<file path="src/rtl/i2c_am_pkg.sv">
package i2c_am_pkg;
  localparam int BYTE_W   = 8;
  localparam int PFX_W    = 5;
  localparam int HI_W     = 2;
  localparam logic [PFX_W-1:0]  TEN_PFX = 5'b11110;
  localparam logic [BYTE_W-1:0] GC_BYTE = '0;

  typedef enum logic [1:0] {
    ST_IDLE  = 2'd0,
    ST_TEN2  = 2'd1,
    ST_SLAVE = 2'd2,
    ST_LOCK  = 2'd3
  } seq_state_e;

  typedef struct packed {
    logic gc_hit;
    logic ten_hit;
    logic sev_hit;
    logic ext_hit;
  } hit_t;
endpackage

</file>
<file path="src/rtl/i2c_am_cfg.sv">
module i2c_am_cfg #(
  parameter int W = i2c_am_pkg::BYTE_W
) (
  input  logic         clk,
  input  logic         rst_n,
  input  logic         we_own,
  input  logic         we_ext,
  input  logic [W-1:0] wdata,
  output logic [W-1:0] own_q,
  output logic [W-1:0] ext_q
);
  logic [W-1:0] own_d, ext_d;

  always_comb begin
    own_d = own_q;
    ext_d = ext_q;
    if (we_own) own_d = wdata;
    if (we_ext) ext_d = wdata;
  end

  always_ff @(posedge clk or negedge rst_n) begin
    if (!rst_n) begin
      own_q <= '0;
      ext_q <= '0;
    end else begin
      own_q <= own_d;
      ext_q <= ext_d;
    end
  end

  assert_own_hold_R2: assert property (@(posedge clk) disable iff (!rst_n)
    !we_own |=> $stable(own_q));
  assert_ext_hold_R2: assert property (@(posedge clk) disable iff (!rst_n)
    !we_ext |=> $stable(ext_q));
endmodule

</file>
<file path="src/rtl/i2c_am_decode.sv">
module i2c_am_decode
  import i2c_am_pkg::*;
#(
  parameter int W = BYTE_W
) (
  input  logic [W-1:0] byte_data,
  input  logic [W-1:0] own_q,
  input  logic [W-1:0] ext_q,
  output hit_t         hit
);
  logic gc_seen;
  logic ten_hdr;

  always_comb begin
    gc_seen     = (byte_data == GC_BYTE);
    ten_hdr     = (byte_data[W-1 -: PFX_W] == TEN_PFX);
    hit.gc_hit  = gc_seen && own_q[0];
    hit.ten_hit = ten_hdr && (byte_data[HI_W:1] == own_q[HI_W:1]);
    hit.sev_hit = !ten_hdr && !gc_seen && (byte_data[W-1:1] == own_q[W-1:1]);
    hit.ext_hit = (byte_data == ext_q);
  end

  always_comb begin
    assert_one_first_kind_R3: assert ($onehot0({hit.gc_hit, hit.ten_hit, hit.sev_hit}));
  end
endmodule

</file>
<file path="src/rtl/i2c_am_seq.sv">
module i2c_am_seq
  import i2c_am_pkg::*;
(
  input  logic clk,
  input  logic rst_n,
  input  logic byte_vld,
  input  logic byte_first,
  input  logic byte_lsb,
  input  logic start_det,
  input  logic irq_clr,
  input  hit_t hit,
  output logic ack_req,
  output logic irq,
  output logic slave_act,
  output logic gcall_flag,
  output logic rw_bit
);
  seq_state_e st_q, st_d;
  logic ack_d, irq_d, set_irq, slave_d, gc_d, rw_d;

  always_comb begin
    st_d    = st_q;
    ack_d   = 1'b0;
    set_irq = 1'b0;
    slave_d = slave_act;
    gc_d    = gcall_flag;
    rw_d    = rw_bit;
    if (start_det) begin
      st_d    = ST_IDLE;
      slave_d = 1'b0;
      gc_d    = 1'b0;
    end else if (byte_vld) begin
      unique case (st_q)
        ST_IDLE: begin
          if (byte_first) begin
            if (hit.gc_hit) begin
              ack_d = 1'b1; set_irq = 1'b1; slave_d = 1'b1;
              gc_d  = 1'b1; rw_d = 1'b0; st_d = ST_SLAVE;
            end else if (hit.ten_hit) begin
              ack_d = 1'b1; rw_d = byte_lsb; st_d = ST_TEN2;
            end else if (hit.sev_hit) begin
              ack_d = 1'b1; set_irq = 1'b1; slave_d = 1'b1;
              gc_d  = 1'b0; rw_d = byte_lsb; st_d = ST_SLAVE;
            end else begin
              st_d = ST_LOCK;
            end
          end
        end
        ST_TEN2: begin
          if (!byte_first) begin
            if (hit.ext_hit) begin
              ack_d = 1'b1; set_irq = 1'b1; slave_d = 1'b1;
              gc_d  = 1'b0; st_d = ST_SLAVE;
            end else begin
              st_d = ST_LOCK;
            end
          end
        end
        default: ;
      endcase
    end
    irq_d = set_irq || (irq && !irq_clr);
  end

  always_ff @(posedge clk or negedge rst_n) begin
    if (!rst_n) begin
      st_q       <= ST_IDLE;
      ack_req    <= 1'b0;
      irq        <= 1'b0;
      slave_act  <= 1'b0;
      gcall_flag <= 1'b0;
      rw_bit     <= 1'b0;
    end else begin
      st_q       <= st_d;
      ack_req    <= ack_d;
      irq        <= irq_d;
      slave_act  <= slave_d;
      gcall_flag <= gc_d;
      rw_bit     <= rw_d;
    end
  end

  assert_irq_has_ack_R3: assert property (@(posedge clk) disable iff (!rst_n)
    $rose(irq) |-> ack_req);
  assert_gc_in_slave_R4: assert property (@(posedge clk) disable iff (!rst_n)
    gcall_flag |-> slave_act);
  assert_hdr_no_irq_R5: assert property (@(posedge clk) disable iff (!rst_n)
    (st_q == ST_TEN2 && $past(st_q) == ST_IDLE) |-> (!$rose(irq) && ack_req));
  assert_lock_silent_R7: assert property (@(posedge clk) disable iff (!rst_n)
    (st_q == ST_LOCK && !start_det) |=> !ack_req);
  assert_irq_fall_clr_R8: assert property (@(posedge clk) disable iff (!rst_n)
    $fell(irq) |-> $past(irq_clr));
  assert_start_idle_R9: assert property (@(posedge clk) disable iff (!rst_n)
    start_det |=> (st_q == ST_IDLE && !slave_act && !ack_req));
  assert_slave_no_ack_R10: assert property (@(posedge clk) disable iff (!rst_n)
    (st_q == ST_SLAVE) |=> !ack_req);
endmodule

</file>
<file path="src/rtl/i2c_addr_match.sv">
module i2c_addr_match
  import i2c_am_pkg::*;
(
  input  logic              clk,
  input  logic              rst_n,
  input  logic              cfg_own_we,
  input  logic              cfg_ext_we,
  input  logic [BYTE_W-1:0] cfg_wdata,
  input  logic              byte_vld,
  input  logic              byte_first,
  input  logic [BYTE_W-1:0] byte_data,
  input  logic              start_det,
  input  logic              irq_clr,
  output logic [BYTE_W-1:0] own_addr_q,
  output logic [BYTE_W-1:0] ext_addr_q,
  output logic              ack_req,
  output logic              irq,
  output logic              slave_act,
  output logic              gcall_flag,
  output logic              rw_bit
);
  localparam int SYNC_N = 2;

  logic [SYNC_N-1:0] rst_sync_q;
  logic              rst_i_n;
  hit_t              hit;

  always_ff @(posedge clk or negedge rst_n) begin
    if (!rst_n) rst_sync_q <= '0;
    else        rst_sync_q <= {rst_sync_q[SYNC_N-2:0], 1'b1};
  end
  assign rst_i_n = rst_sync_q[SYNC_N-1];

  i2c_am_cfg #(.W(BYTE_W)) u_cfg (
    .clk(clk), .rst_n(rst_i_n), .we_own(cfg_own_we), .we_ext(cfg_ext_we),
    .wdata(cfg_wdata), .own_q(own_addr_q), .ext_q(ext_addr_q)
  );

  i2c_am_decode #(.W(BYTE_W)) u_dec (
    .byte_data(byte_data), .own_q(own_addr_q), .ext_q(ext_addr_q), .hit(hit)
  );

  i2c_am_seq u_seq (
    .clk(clk), .rst_n(rst_i_n), .byte_vld(byte_vld), .byte_first(byte_first),
    .byte_lsb(byte_data[0]), .start_det(start_det), .irq_clr(irq_clr),
    .hit(hit), .ack_req(ack_req), .irq(irq), .slave_act(slave_act),
    .gcall_flag(gcall_flag), .rw_bit(rw_bit)
  );
endmodule

</file>
<file path="config.mk">
export PLATFORM = sky130hd
export DESIGN_NAME = i2c_addr_match
export DESIGN_NICKNAME = d
export VERILOG_FILES = /design/src/rtl/i2c_am_pkg.sv /design/src/rtl/i2c_am_cfg.sv /design/src/rtl/i2c_am_decode.sv /design/src/rtl/i2c_am_seq.sv /design/src/rtl/i2c_addr_match.sv
export SDC_FILE = /design/constraint.sdc
export NUM_CORES = 1
export LEC_CHECK = 0
export BUFFER_PORTS_ARGS = -buffer_cell sky130_fd_sc_hd__buf_4
export CORE_UTILIZATION = 30
export DETAILED_ROUTE_END_ITERATION = 10
export MAX_ROUTING_LAYER = met4
export PLACE_DENSITY = 0.56
export SYNTH_ARGS = -nofsm -noshare
export SYNTH_HDL_FRONTEND = slang
export SYNTH_SLANG_ARGS = --single-unit
export TNS_END_PERCENT = 1
</file>
<file path="constraint.sdc">
create_clock -name clk -period 1.4 [get_ports clk]
set_clock_uncertainty 0.15 [all_clocks]
set_input_delay 0.14 -clock clk [delete_from_list [all_inputs] [get_ports clk]]
set_output_delay 0.14 -clock clk [all_outputs]
set_load 0.005 [all_outputs]
</file>
=== After elaboration in Yosys (flattened, before gate mapping) ===
Index checks and enable logic that the tools add are counted.

* Flip-flop bits (word level): 25
* Input bits: 24
* Output and inout port bits: 21
* Logic and storage cells: 82

* Equal/unequal tests: 10
* Multiplexer cells: 45
* Bitwise gates (word level): 1
* Reduce and logical (&&, ||, !) cells: 17

{| class="wikitable"
|+ Operators with widths
! cell !! count
|-
| $mux 1 || 34
|-
| $mux 2 || 6
|-
| $ne 3x3->1 const B || 3
|-
| $eq 8x8->1 || 1
|-
| $logic_not 8->1 || 1
|-
| $ne 4x4->1 const B || 2
|-
| $pmux 1 s2 || 4
|-
| $eq 7x7->1 || 1
|-
| $reduce_and 7->1 || 1
|-
| $reduce_bool 3->1 || 2
|-
| $eq 5x5->1 const B || 1
|-
| $logic_and 1x1->1 || 5
|-
| $reduce_and 5->1 || 1
|-
| $pmux 2 s2 || 1
|-
| $reduce_and 4->1 || 1
|-
| $logic_not 1->1 || 3
|-
| $eq 2x1->1 const B || 1
|-
| $eq 2x2->1 || 1
|-
| $logic_not 2->1 || 1
|-
| $reduce_bool 2->1 || 1
|-
| $logic_or 1x1->1 || 1
|-
| $not 1->1 || 1
|}

=== Logic depth before layout (Yosys ltp) ===
* Depth after elaboration: 12
* Depth in mapped cells: 5
* Depth with buffers taken out: 5

=== Cells and area by module ===
From an unflattened synthesis, not the netlist that was laid out.

* Cell total of the unflattened synthesis: 103
* Area total of the unflattened synthesis: 1318.8 µm²

{| class="wikitable"
|+ By module, submodules not included
! module !! times used !! cells each !! area each (µm²) !! sequential area each (µm²)
|-
| i2c_am_cfg || 1 || 34 || 663.1 || 400.4
|-
| i2c_am_seq || 1 || 37 || 391.6 || 175.2
|-
| i2c_am_decode || 1 || 29 || 210.2 || 0.0
|-
| i2c_addr_match || 1 || 3 || 53.8 || 50.0
|}

=== Worst setup path after synthesis ===
OpenSTA, ideal clock, no wires.

* Kind: register to register
* From: register u_cfg.own_q[4]
* To: register u_seq.rw_bit
* Library setup time: 0.125 ns
* Data arrival time: 1.447 ns
* Data required time: 1.125 ns
* Slack: -0.322 ns
* Cell stages (with the launch flop): 6
* Path buffers: 0
* Clock period less this slack: 1.722 ns
* Cell sequence: dfrtp_1 xor2_1 a211o_1 o31ai_4 o21bai_2 mux2_4

* Longest elaborated chain between the ends: 4

{| class="wikitable"
|+ Ends and longest elaborated chain
! item !! RTL line !! text
|-
| start: declaration || i2c_am_cfg.sv:9 || <nowiki>output logic [W-1:0] own_q,</nowiki>
|-
| start signal: assignment || i2c_am_cfg.sv:26 || <nowiki>own_q <= own_d;</nowiki>
|-
| $eq 7x7->1 || i2c_am_decode.sv:19 || <nowiki>hit.sev_hit = !ten_hdr && !gc_seen && (byte_data[W-1:1] == own_q[W-1:1]);</nowiki>
|-
| $logic_and 1x1->1 || i2c_am_decode.sv:19 ||
|-
| $reduce_bool 3->1 (no line) || -- ||
|-
| $reduce_and 5->1 (no line) || -- ||
|-
| end signal: assignment || i2c_am_seq.sv:79 || <nowiki>rw_bit <= rw_d;</nowiki>
|-
| end: declaration || i2c_am_seq.sv:16 || <nowiki>output logic rw_bit</nowiki>
|}

Every way passes these cells.
A chain may end at the register's enable or synchronous reset.

=== Worst setup path after layout ===
Same ends and word-level chain as after synthesis.

==> run summary <==
status: finished, violations left
failing checks: setup timing
Num Clock Sinks: 25
Distinct cells, synth: 29
Min Clock Period, post-route: 1767 ps
Pre-antenna DRT Iters: 4
Seq/Total Area, Yosys: 51.98%
Hold WC Path Type: primary input to flop
Layout area overhead: 66.32%
DP Worst Slack: -359.5 ps
post-route setup slack: -367.4 ps
Avg WL per Cell: 12.40 µm
Syn Area/Cell: 12.54 µm²
GPL Wtd Cong: 0.8663
commonest cells after routing, fill and taps aside: buf_4, dfrtp_1, mux2_2, xnor2_1, dlygate4sd3_1
CTS tree: done
drt drc: 0
P per Cell Area: 891.2 mW/mm²
final WL: 2890 µm
DP Cell Count: 218
fin crit share: 126.2%
IO Pins: 45
vias post-DR: 1054
largest net degree at the start of global routing: 24
H-Tree Depth: 1
main combinational cell family by area after synthesis: multiplexers
Synth Instances: 96
clk slew on worst S/H paths: 90 ps
die area: 0.004269 mm²
Final Net Count: 210
GRT overflow: 0
Initial Util: 32.15%
Synth Area in Adders: 0%
Synth Warn #: 0
max-slew violations: 0
Final Hold Fails: 0
TritonCTS Buffers: 3
commonest non-fill, non-tap cell in the layout: buf_4
Final Util: 53.48%
Arr. time, crit path: 1770 ps
mux share of post-synthesis cell area: 17.05%
syn_nets: 120
total global-route track usage: 15.17%
Max Fclk: 0.5658 GHz
WP data required: 1410 ps
share of cells above drive strength 1: 55.14%
Post-Synth Simple-Gate Area: 8.836%
port buffer count: 44
final setup vio count: 7
Yosys reg bits: 25
leak pwr: 0.9412 nW
CP Max Fanout: 4
final non-filler cell total: 233
Initial DRC Count: 22
synthesized cell area: 0.001204 mm²
Root Buffer: clkbuf_8
RSZ-0062 raised after global routing: true
Die Ht: 65.34 µm
Max Root-Sink Buffers: 2
Die Wd: 65.34 µm
Worst-Skew Late Latency: 270 ps
ant diodes: 0
post-synthesis compound-gate area fraction: 8.316%
Cell Rows: 22
worst setup path class: flop to flop
core area: 0.003744 mm²
CP Launch Type: flop
Max Cap Viol: 0
Peak supply drop: 0.3981 mV
Worst setup EP type: flop
Post-Synth XOR/XNOR Area: 11.64%
first-pass GRT wire length: 4843 µm
DRT antenna net count: 0
DPL Wire Length: 2315 µm
post-DR vias/cell: 4.524
vias in the first global route: 1132
initial antenna violation count: 0
stage by stage:
| step | area [µm²] | total power, mW | TNS [ps] | hold WS [ps] |
|---|---|---|---|---|
| 2_1_floorplan | 1204 | 1.044 | -992.4 | -305.6 |
| 3_3_place_gp | 1827 | 1.336 | -1237 | -226.9 |
| 3_5_place_dp | 1827 | 1.345 | -1401 | -224.3 |
| 4_1_cts | 1994 | 1.807 | -1408 | 11.87 |
| 5_1_grt | 2002 | 1.891 | -1772 | 17.55 |
| 6_report | 2002 | 1.784 | -1345 | 14.52 |
worst max-delay path: stages (launching register included):
cell and delay [ps]:
dfrtp_1 390, xor2_1 140, a211o_1 300, o31ai_4 250
o21bai_2 120, mux2_4 300
state kept, by name, summed over array words and instances, names as in the netlist:
signal            cells
rst_sync_q            2
u_seq.slave_act       1
u_seq.rw_bit          1
u_cfg.own_q           8
u_seq.irq             1
u_seq.gcall_flag      1
u_cfg.ext_q           8
u_seq.ack_req         1
u_seq.st_q            2
Yosys cell counts:
library cell,instances,area share [%]
nor4_1,2,1.0
mux2_2,16,15
dfrtp_1,25,52
nor3_1,3,1.2
a21oi_1,1,0.42
nand2_1,2,0.62
mux2_4,1,1.2
a31oi_1,1,0.52
xor2_1,3,2.2
nand4b_1,1,0.73
mux2i_1,1,0.83
o31ai_4,1,1.8
conb_1,1,0.31
o21bai_2,1,0.94
nand4_1,3,1.6
xnor2_1,13,9.5
a211o_1,1,0.73
or2b_1,1,0.62
nor2_1,1,0.31
o21ba_2,1,0.83
o211ai_1,2,1.2
o2bb2ai_1,1,0.73
nand2b_1,1,0.52
nand3_1,4,1.7
clkbuf_1,2,0.62
or3_1,1,0.52
o21ai_0,1,0.42
o221ai_1,1,0.73
inv_1,4,1.2
report_power, final:
group | total [mW] | internal (mW) | switching [mW]
Sequential | 0.838 | 0.788 | 0.0503
Clock | 0.427 | 0.204 | 0.223
Combinational | 0.519 | 0.331 | 0.188
Total | 1.78 | 1.32 | 0.462
path summary, 6_finish.rpt:
kind	startpoint	endpoint	slack, ps	cells after the start
max	u_cfg.own_q[4]	u_seq.rw_bit	-370	5
min	start_det	u_seq.st_q[1]	10	2
max reg2reg	u_cfg.own_q[4]	u_seq.rw_bit	-370	5
min reg2reg	rst_sync_q[1]	u_seq.gcall_flag	80	1
max in group asynchronous	rst_sync_q[1]	u_cfg.own_q[4]	790	1
min in group asynchronous	rst_n	rst_sync_q[1]	30	2
per-layer routing:
layer,global-route usage (%),share of wire [%],vias to the layer above
li1,-,-,518
met3,2.951,5.4,4
met4,3.804,0.93,0
met1,19.65,47,495
met5,-,0,-
met2,24.36,47,37
final cells by class:
| type | count | area (µm²) |
|---|---|---|
| clock buffers | 4 | 45.04 |
| fillers | 365 | 1742 |
| inverters | 4 | 15.01 |
| flip-flops and latches | 25 | 625.6 |
| multi-input cells | 65 | 575.6 |
| well taps | 48 | 60.06 |
| repair buffers | 87 | 680.7 |
kinds of logic after synthesis:
group	Yosys count
multiplexers	18
buffers and inverters	6
AND/OR/NAND/NOR	19
AO/OA/AOI/OAI	11
XOR/XNOR	16
flip-flops	25
other	1
timing repair:
action	4_1_cts	5_1_grt
buffers inserted	0	0
endpoints found under the setup margin	7	7
resized for setup	2	1
pin swaps	3	0
cloned	0	0
hold buffers	11	0
hold endpoints to repair	20	0
Power figures use the tool's default switching activity.
